## src/rtl/ucode_dbg_pkg.sv

```systemverilog
package ucode_dbg_pkg;
  typedef enum logic [1:0] {
    OP_IDLE  = 2'b00,
    OP_WRITE = 2'b01,
    OP_READ  = 2'b10,
    OP_RUN   = 2'b11
  } op_e;

  localparam int unsigned OP_LSB   = 28;
  localparam int unsigned REG_CTRL = 0;
  localparam int unsigned REG_DATA = 1;
endpackage

```

## src/rtl/ucode_dbg_ram.sv

```systemverilog
module ucode_dbg_ram #(
  parameter int unsigned DATA_W = 32,
  parameter int unsigned DEPTH  = 64,
  localparam int unsigned ADDR_W = $clog2(DEPTH)
) (
  input  logic              clk_i,
  input  logic              rst_ni,
  input  logic              we_i,
  input  logic [ADDR_W-1:0] addr_i,
  input  logic [DATA_W-1:0] wdata_i,
  output logic [DATA_W-1:0] rdata_o
);
  logic [DATA_W-1:0] mem_q [DEPTH];

  for (genvar g = 0; g < DEPTH; g++) begin : g_word
    always_ff @(posedge clk_i or negedge rst_ni) begin
      if (!rst_ni) mem_q[g] <= '0;
      else if (we_i && (addr_i == ADDR_W'(g))) mem_q[g] <= wdata_i;
    end
  end

  assign rdata_o = mem_q[addr_i];
endmodule

```

## src/rtl/ucode_dbg_seq.sv

```systemverilog
module ucode_dbg_seq
  import ucode_dbg_pkg::*;
#(
  parameter int unsigned ADDR_W = 6
) (
  input  logic              clk_i,
  input  logic              rst_ni,
  input  logic              strb_i,
  input  op_e               op_i,
  input  logic [ADDR_W-1:0] ptr_i,
  output logic              acc_o,
  output logic              busy_o,
  output logic [ADDR_W-1:0] ram_addr_o,
  output logic              ram_we_o,
  output logic              load_o,
  output logic              done_o,
  output logic [ADDR_W-1:0] next_ptr_o
);
  logic              s1_vld_q, s2_vld_q;
  op_e               s1_op_q;
  logic [ADDR_W-1:0] s1_ptr_q, s2_ptr_q;

  assign busy_o = s1_vld_q | s2_vld_q;
  assign acc_o  = strb_i && !busy_o && (op_i == OP_READ || op_i == OP_WRITE);

  always_ff @(posedge clk_i or negedge rst_ni) begin
    if (!rst_ni) begin
      s1_vld_q <= 1'b0;
      s1_op_q  <= OP_IDLE;
      s1_ptr_q <= '0;
      s2_vld_q <= 1'b0;
      s2_ptr_q <= '0;
    end else begin
      s1_vld_q <= acc_o;
      if (acc_o) begin
        s1_op_q  <= op_i;
        s1_ptr_q <= ptr_i;
      end
      s2_vld_q <= s1_vld_q;
      if (s1_vld_q) s2_ptr_q <= s1_ptr_q;
    end
  end

  // stage 1 touches the array, stage 2 publishes completion via the pointer
  assign ram_addr_o = s1_ptr_q;
  assign ram_we_o   = s1_vld_q && (s1_op_q == OP_WRITE);
  assign load_o     = s1_vld_q && (s1_op_q == OP_READ);
  assign done_o     = s2_vld_q;
  assign next_ptr_o = s2_ptr_q + ADDR_W'(1);
endmodule

```

## src/rtl/ucode_dbg_regs.sv

```systemverilog
module ucode_dbg_regs
  import ucode_dbg_pkg::*;
#(
  parameter int unsigned DATA_W = 32,
  parameter int unsigned ADDR_W = 6,
  parameter int unsigned REG_AW = 2
) (
  input  logic              clk_i,
  input  logic              rst_ni,
  input  logic [REG_AW-1:0] reg_addr_i,
  input  logic              reg_we_i,
  input  logic [DATA_W-1:0] reg_wdata_i,
  output logic [DATA_W-1:0] reg_rdata_o,
  input  logic              load_i,
  input  logic [DATA_W-1:0] load_data_i,
  input  logic              done_i,
  input  logic [ADDR_W-1:0] next_ptr_i,
  output op_e               op_o,
  output logic [ADDR_W-1:0] ptr_o,
  output logic [DATA_W-1:0] data_o
);
  logic wr_ctrl, wr_data;

  assign wr_ctrl = reg_we_i && (reg_addr_i == REG_AW'(REG_CTRL));
  assign wr_data = reg_we_i && (reg_addr_i == REG_AW'(REG_DATA));

  always_ff @(posedge clk_i or negedge rst_ni) begin
    if (!rst_ni) begin
      op_o   <= OP_IDLE;
      ptr_o  <= '0;
      data_o <= '0;
    end else begin
      if (wr_ctrl) begin
        op_o  <= op_e'(reg_wdata_i[OP_LSB +: 2]);
        ptr_o <= reg_wdata_i[ADDR_W-1:0];
      end
      if (done_i) ptr_o <= next_ptr_i;       // completion wins over bus write
      if (wr_data) data_o <= reg_wdata_i;
      if (load_i) data_o <= load_data_i;     // array load wins over bus write
    end
  end

  always_comb begin
    reg_rdata_o = '0;
    if (reg_addr_i == REG_AW'(REG_CTRL)) begin
      reg_rdata_o[OP_LSB +: 2]  = op_o;
      reg_rdata_o[ADDR_W-1:0]   = ptr_o;
    end else if (reg_addr_i == REG_AW'(REG_DATA)) begin
      reg_rdata_o = data_o;
    end
  end
endmodule

```

## src/rtl/ucode_dbg_port.sv

```systemverilog
module ucode_dbg_port
  import ucode_dbg_pkg::*;
#(
  parameter int unsigned DATA_W = 32,
  parameter int unsigned DEPTH  = 64,
  parameter int unsigned REG_AW = 2,
  localparam int unsigned ADDR_W = $clog2(DEPTH)
) (
  input  logic              clk_i,
  input  logic              rst_ni,
  input  logic [REG_AW-1:0] reg_addr_i,
  input  logic              reg_we_i,
  input  logic [DATA_W-1:0] reg_wdata_i,
  output logic [DATA_W-1:0] reg_rdata_o,
  input  logic              dummy_strb_i
);
  op_e               mode_op_q;
  logic [ADDR_W-1:0] mode_ptr_q;
  logic [DATA_W-1:0] data_q;
  logic              acc, busy, ram_we, load, done;
  logic [ADDR_W-1:0] ram_addr, next_ptr;
  logic [DATA_W-1:0] ram_rdata;

  ucode_dbg_seq #(.ADDR_W(ADDR_W)) u_seq (
    .clk_i      (clk_i),
    .rst_ni     (rst_ni),
    .strb_i     (dummy_strb_i),
    .op_i       (mode_op_q),
    .ptr_i      (mode_ptr_q),
    .acc_o      (acc),
    .busy_o     (busy),
    .ram_addr_o (ram_addr),
    .ram_we_o   (ram_we),
    .load_o     (load),
    .done_o     (done),
    .next_ptr_o (next_ptr)
  );

  ucode_dbg_ram #(.DATA_W(DATA_W), .DEPTH(DEPTH)) u_ram (
    .clk_i   (clk_i),
    .rst_ni  (rst_ni),
    .we_i    (ram_we),
    .addr_i  (ram_addr),
    .wdata_i (data_q),
    .rdata_o (ram_rdata)
  );

  ucode_dbg_regs #(.DATA_W(DATA_W), .ADDR_W(ADDR_W), .REG_AW(REG_AW)) u_regs (
    .clk_i       (clk_i),
    .rst_ni      (rst_ni),
    .reg_addr_i  (reg_addr_i),
    .reg_we_i    (reg_we_i),
    .reg_wdata_i (reg_wdata_i),
    .reg_rdata_o (reg_rdata_o),
    .load_i      (load),
    .load_data_i (ram_rdata),
    .done_i      (done),
    .next_ptr_i  (next_ptr),
    .op_o        (mode_op_q),
    .ptr_o       (mode_ptr_q),
    .data_o      (data_q)
  );
endmodule

```

## config.mk

```make
export PLATFORM = sky130hd
export DESIGN_NAME = ucode_dbg_port
export DESIGN_NICKNAME = d
export VERILOG_FILES = /design/src/rtl/ucode_dbg_pkg.sv /design/src/rtl/ucode_dbg_ram.sv /design/src/rtl/ucode_dbg_seq.sv /design/src/rtl/ucode_dbg_regs.sv /design/src/rtl/ucode_dbg_port.sv
export SDC_FILE = /design/constraint.sdc
export NUM_CORES = 2
export LEC_CHECK = 0
export CORE_ASPECT_RATIO = 2
export CORE_MARGIN = 10
export CORE_UTILIZATION = 50
export CTS_CLUSTER_DIAMETER = 80
export CTS_CLUSTER_SIZE = 30
export DETAILED_ROUTE_END_ITERATION = 10
export HOLD_SLACK_MARGIN = 0.03
export PLACE_DENSITY_LB_ADDON = 0.25
export SYNTH_ARGS = -nofsm -noshare
export SYNTH_HDL_FRONTEND = slang
export SYNTH_HIERARCHICAL = 1
export SYNTH_SLANG_ARGS = --single-unit
```

## constraint.sdc

```tcl
create_clock -name clk_i -period 2.55 [get_ports clk_i]
set_input_delay 0.765 -clock clk_i [delete_from_list [all_inputs] [get_ports clk_i]]
set_output_delay 0.765 -clock clk_i [all_outputs]
set_load 0.01 [all_outputs]
```

Word-level counts from Yosys, hierarchy flattened:

Cells that the tools add are included.

* register bits: 2104
* bits in latches: 0
* memory bits (writable): 0
* ROM bits: 0
* input port bits: 38
* output and inout port bits: 32
* memories kept: 0

* add/subtract/negate cells: 1
* multiply operators: 0
* divide/modulo/power cells: 0
* order comparisons: 1
* equality and inequality tests: 68
* shifts and indexed selects: 0
* mux-type cells: 12
* bitwise logic cells: 2
* reductions and logical operators: 76

Operators with widths (number)
* $bmux W32 S6: 1
* $eq A6 B6 Y1 const B: 32
* $mux W32: 5
* $eq A6 B5 Y1 const B: 16
* $logic_and A1 B1 Y1: 70
* $eq A6 B4 Y1 const B: 8
* $eq A6 B3 Y1 const B: 4
* $mux W22: 1
* $mux W6: 3
* $eq A6 B2 Y1 const B: 2
* $ge A7 B7 Y1 const B: 1
* $not A6 Y7: 1
* $add A6 B1 Y6 const B: 1
* $eq A2 B1 Y1 const B: 3
* $eq A6 B1 Y1 const B: 1
* $logic_not A6 Y1: 1
* $eq A2 B2 Y1 const B: 2
* $mux W2: 2
* $reduce_bool A2 Y1: 2
* $logic_not A2 Y1: 1
* $logic_not A1 Y1: 1
* $logic_or A1 B1 Y1: 1
* $or A1 B1 Y1: 1

Logic depth before layout (Yosys ltp):

* word-level depth: 5
* mapped depth: 10
* gate-level depth less buffers: 6

Cells and area by module:

Netlist, hierarchy kept.

By module, submodules not included
* ucode_dbg_ram: instances 1, cells each 5734, area each 91796.8 um^2, seq. area each 51249.2 um^2
* ucode_dbg_regs: instances 1, cells each 263, area each 2542.4 um^2, seq. area each 1001.0 um^2
* ucode_dbg_seq: instances 1, cells each 55, area each 708.2 um^2, seq. area each 400.4 um^2

Worst setup path before layout:

No wires, ideal clock.

* path type: reg-to-reg
* start: register u_seq.s1_ptr_q[0] (netlist: u_seq/ram_addr_o[0])
* end: register u_regs.data_o[16]
* setup time: 0.120 ns
* data arrival time: 2.385 ns
* setup slack: 0.044 ns
* stages on the path, launching flop included: 10
* path buffers: 3
* path through: dfrtp_1 buf_2 buf_2 buf_2 mux4_2 a22oi_1 a21oi_1 or4_1 nor2b_1 a21oi_2

* cells in the longest elaborated chain, start to end: 5

RTL lines
* start, declared: RTL line ucode_dbg_seq.sv:21 `logic [ADDR_W-1:0] s1_ptr_q, s2_ptr_q;`
* start signal, assigned: RTL line ucode_dbg_seq.sv:37 `s1_ptr_q <= ptr_i;`
* $not A6 Y7 (implied by the code): RTL line ucode_dbg_ram.sv:22 `assign rdata_o = mem_q[addr_i];`
* $bmux W32 S6: RTL line ucode_dbg_ram.sv:22
* $mux W32 (implied by the code) (2 in a row): RTL line ucode_dbg_ram.sv:22
* named net ram_rdata[16]: RTL line ucode_dbg_port.sv:22 `logic [DATA_W-1:0] ram_rdata;`
* $mux W32: RTL line ucode_dbg_regs.sv:39 `if (load_i) data_o <= load_data_i;`
* end signal, assigned: RTL line ucode_dbg_regs.sv:38 `if (wr_data) data_o <= reg_wdata_i;`
* end signal, assigned: RTL line ucode_dbg_regs.sv:39
* end, declared: RTL line ucode_dbg_regs.sv:20 `output logic [DATA_W-1:0] data_o`

The timed path passes the listed nets, and every way through them passes these cells. The select of a mux whose other input is x is not followed.
A chain may end at the register's enable or synchronous reset.

Worst setup path after layout:

* start: register u_seq.s1_ptr_q[0] (netlist: u_seq/ram_addr_o[0])
* end: register u_regs.data_o[14]

The elaborated chain is that of the path after synthesis.

==> flow_summary.ini <==
[run_status]
status = finished, violations left
violations = negative setup slack

[grt]
grt_max_degree = 119
grt_pass1_wl_mm = 415
antenna_found_initial = 20
grt_overflow = 0
grt_pass1_vias = 60882
grt_usage_pct = 26.8

[detailed_routing]
dr.pass1.iters = 7
viasPerCell = 6.32
avgRoutedWirePerCell_um = 32.0
dr_total_vias = 55895
drt_first_iter_violations = 4115
detail-route-antenna-nets = 0
drc = 0
wirelength_mm = 283

[clock_tree]
clk_path_buf_depth = 3
cts_made_buffers = 80
clockRootBuffer = clkbuf_16
insertion_delay_ns = 0.75
cts_tree = yes
cts.htree.levels = 3
clkSlewWorstSetupHoldPaths_ns = 0.12
cts.sinks = 2104

[logic_synthesis]
syn_avg_cell_area_um2 = 15.7
syn_nets = 6090
netlist_instances = 6051
synthesis.area_um2 = 95000
yosysWarnings = 6

[floorplan]
fp.dieH_um = 637
rows = 226
design.core.area_um2 = 189000
fp.dieArea_um2 = 209000
die_x_um = 328
start_util_pct = 50.2
io_pins = 70

[layout]
layout_common_cells = 2065 x dfrtp_1, 1896 x mux2_2, 512 x mux4_2
num-nets-final = 6334
syn_to_final_growth_pct = 14.3
post_route_cells_drive_above_1_share_pct = 57.5
postLayoutCellArea_um2 = 109000
layout_commonest_cell = dfrtp_1

[sta]
holdWs_ns = 0.494
hold_viol = 0
setup_viol = 112
slew_viol_final = 0
final.setup.worst_slack_ns = -0.484
slew_headroom_pct = 36.3
fmax_ghz = 0.330
tightest_slew_ns = 0.956
grt_setup_unrepaired = true
period_minus_slack_ns = 3.03
finalCritPeriodShare_pct = 119
clock_skew_ns = 0.0469

[pwr]
p_leak_nw = 52.3
vdd_drop_max_v = 0.000802
power_density_nw_per_um2 = 772

[setup_path]
cp.arrival_ns = 3.68
end_kind = flip-flop
path_class = flip-flop to flip-flop
start_kind = flip-flop
path_max_fanout = 17
crit_required_ns = 3.20

[placed_design]
place_congestion = 0.863
place_hpwl_mm = 181
portBuffers = 69
postPlaceCellArea_um2 = 104000
place_ws_ns = -0.759

[job]
drv_cap = 0

[min_path]
hold_path_class = flip-flop to flip-flop
## sequential cells by signal, indices dropped and copies added (netlist names)
signal            flops
u_regs/data_o        32
u_seq/s1_vld_q        1
u_ram/mem_q        2048
u_seq/ram_addr_o      6
u_seq/s2_ptr_q        6
u_regs/op_o           2
u_seq/done_o          1
u_regs/ptr_o          6
u_seq/s1_op_q         2
## cell type report
class,instances,area (µm²)
Inverter,2,7.51
Tap cell,2508,3140
Multi-Input combinational cell,3319,40800
Fill cell,14549,80500
Sequential cell,2104,52700
Timing Repair Buffer,788,9630
Antenna cell,26,65.1
Clock buffer,96,2170
Clock inverter,5,72.6
## power breakdown
group / switching [W] / leakage, nW / internal (W)
clock: 0.0104 / 1.10 / 0.00623
combinational: 0.0188 / 22.0 / 0.0119
sequential: 0.00127 / 29.2 / 0.0353
## metrics by stage
step	power [W]	utilization, %	cells	TNS (ns)
finish	0.0839	57.4	8848	-16.70
global route	0.0869	57.4	8834	-24.09
CTS	0.0838	57.0	8801	-14.26
detailed placement	0.0650	54.8	8628	-161.57
global placement	0.0645	54.8	8628	-166.91
floorplan	0.0514	-	6051	0
## repair_timing
action	in CTS	in global routing
endpoints found under the setup margin	841	629
buffers inserted	55	12
hold buffers	1	0
pin swaps	29	9
gates cloned	20	10
gates resized for setup	296	86
endpoints found under the hold margin	3	0
## final timing paths
| check | start | end | slack (ns) | cells after the start |
|---|---|---|---|---|
| worst min-delay path | u_ram/mem_q[551] | u_ram/mem_q[551] | 0.49 | 1 |
| max in group asynchronous | rst_ni | u_ram/mem_q[149] | 0.92 | 5 |
| worst min register to register | u_ram/mem_q[551] | u_ram/mem_q[551] | 0.49 | 1 |
| worst max-delay path | u_seq/ram_addr_o[0] | u_regs/data_o[14] | -0.48 | 9 |
| min in group asynchronous | rst_ni | u_ram/mem_q[1418] | 0.56 | 2 |
| worst max register to register | u_seq/ram_addr_o[0] | u_regs/data_o[14] | -0.48 | 9 |
## critical path: stages, from the launching register on
cell and delay (ns):
dfrtp_4 0.53, buf_12 0.21, buf_16 0.21, mux4_2 0.51, a22oi_1 0.33, a21oi_1 0.20
buf_4 0.22, or4_1 0.50, nor2b_1 0.15, a21oi_2 0.04
## metal layers
metal	wire (µm)	up-vias	GRT usage (%)
met1	105000	30914	31.6
met4	18700	6	15.1
met3	13600	567	3.85
met2	145000	1540	46.5
met5	39	-	0
li1	-	22868	-
Power figures use the tool's default switching activity.
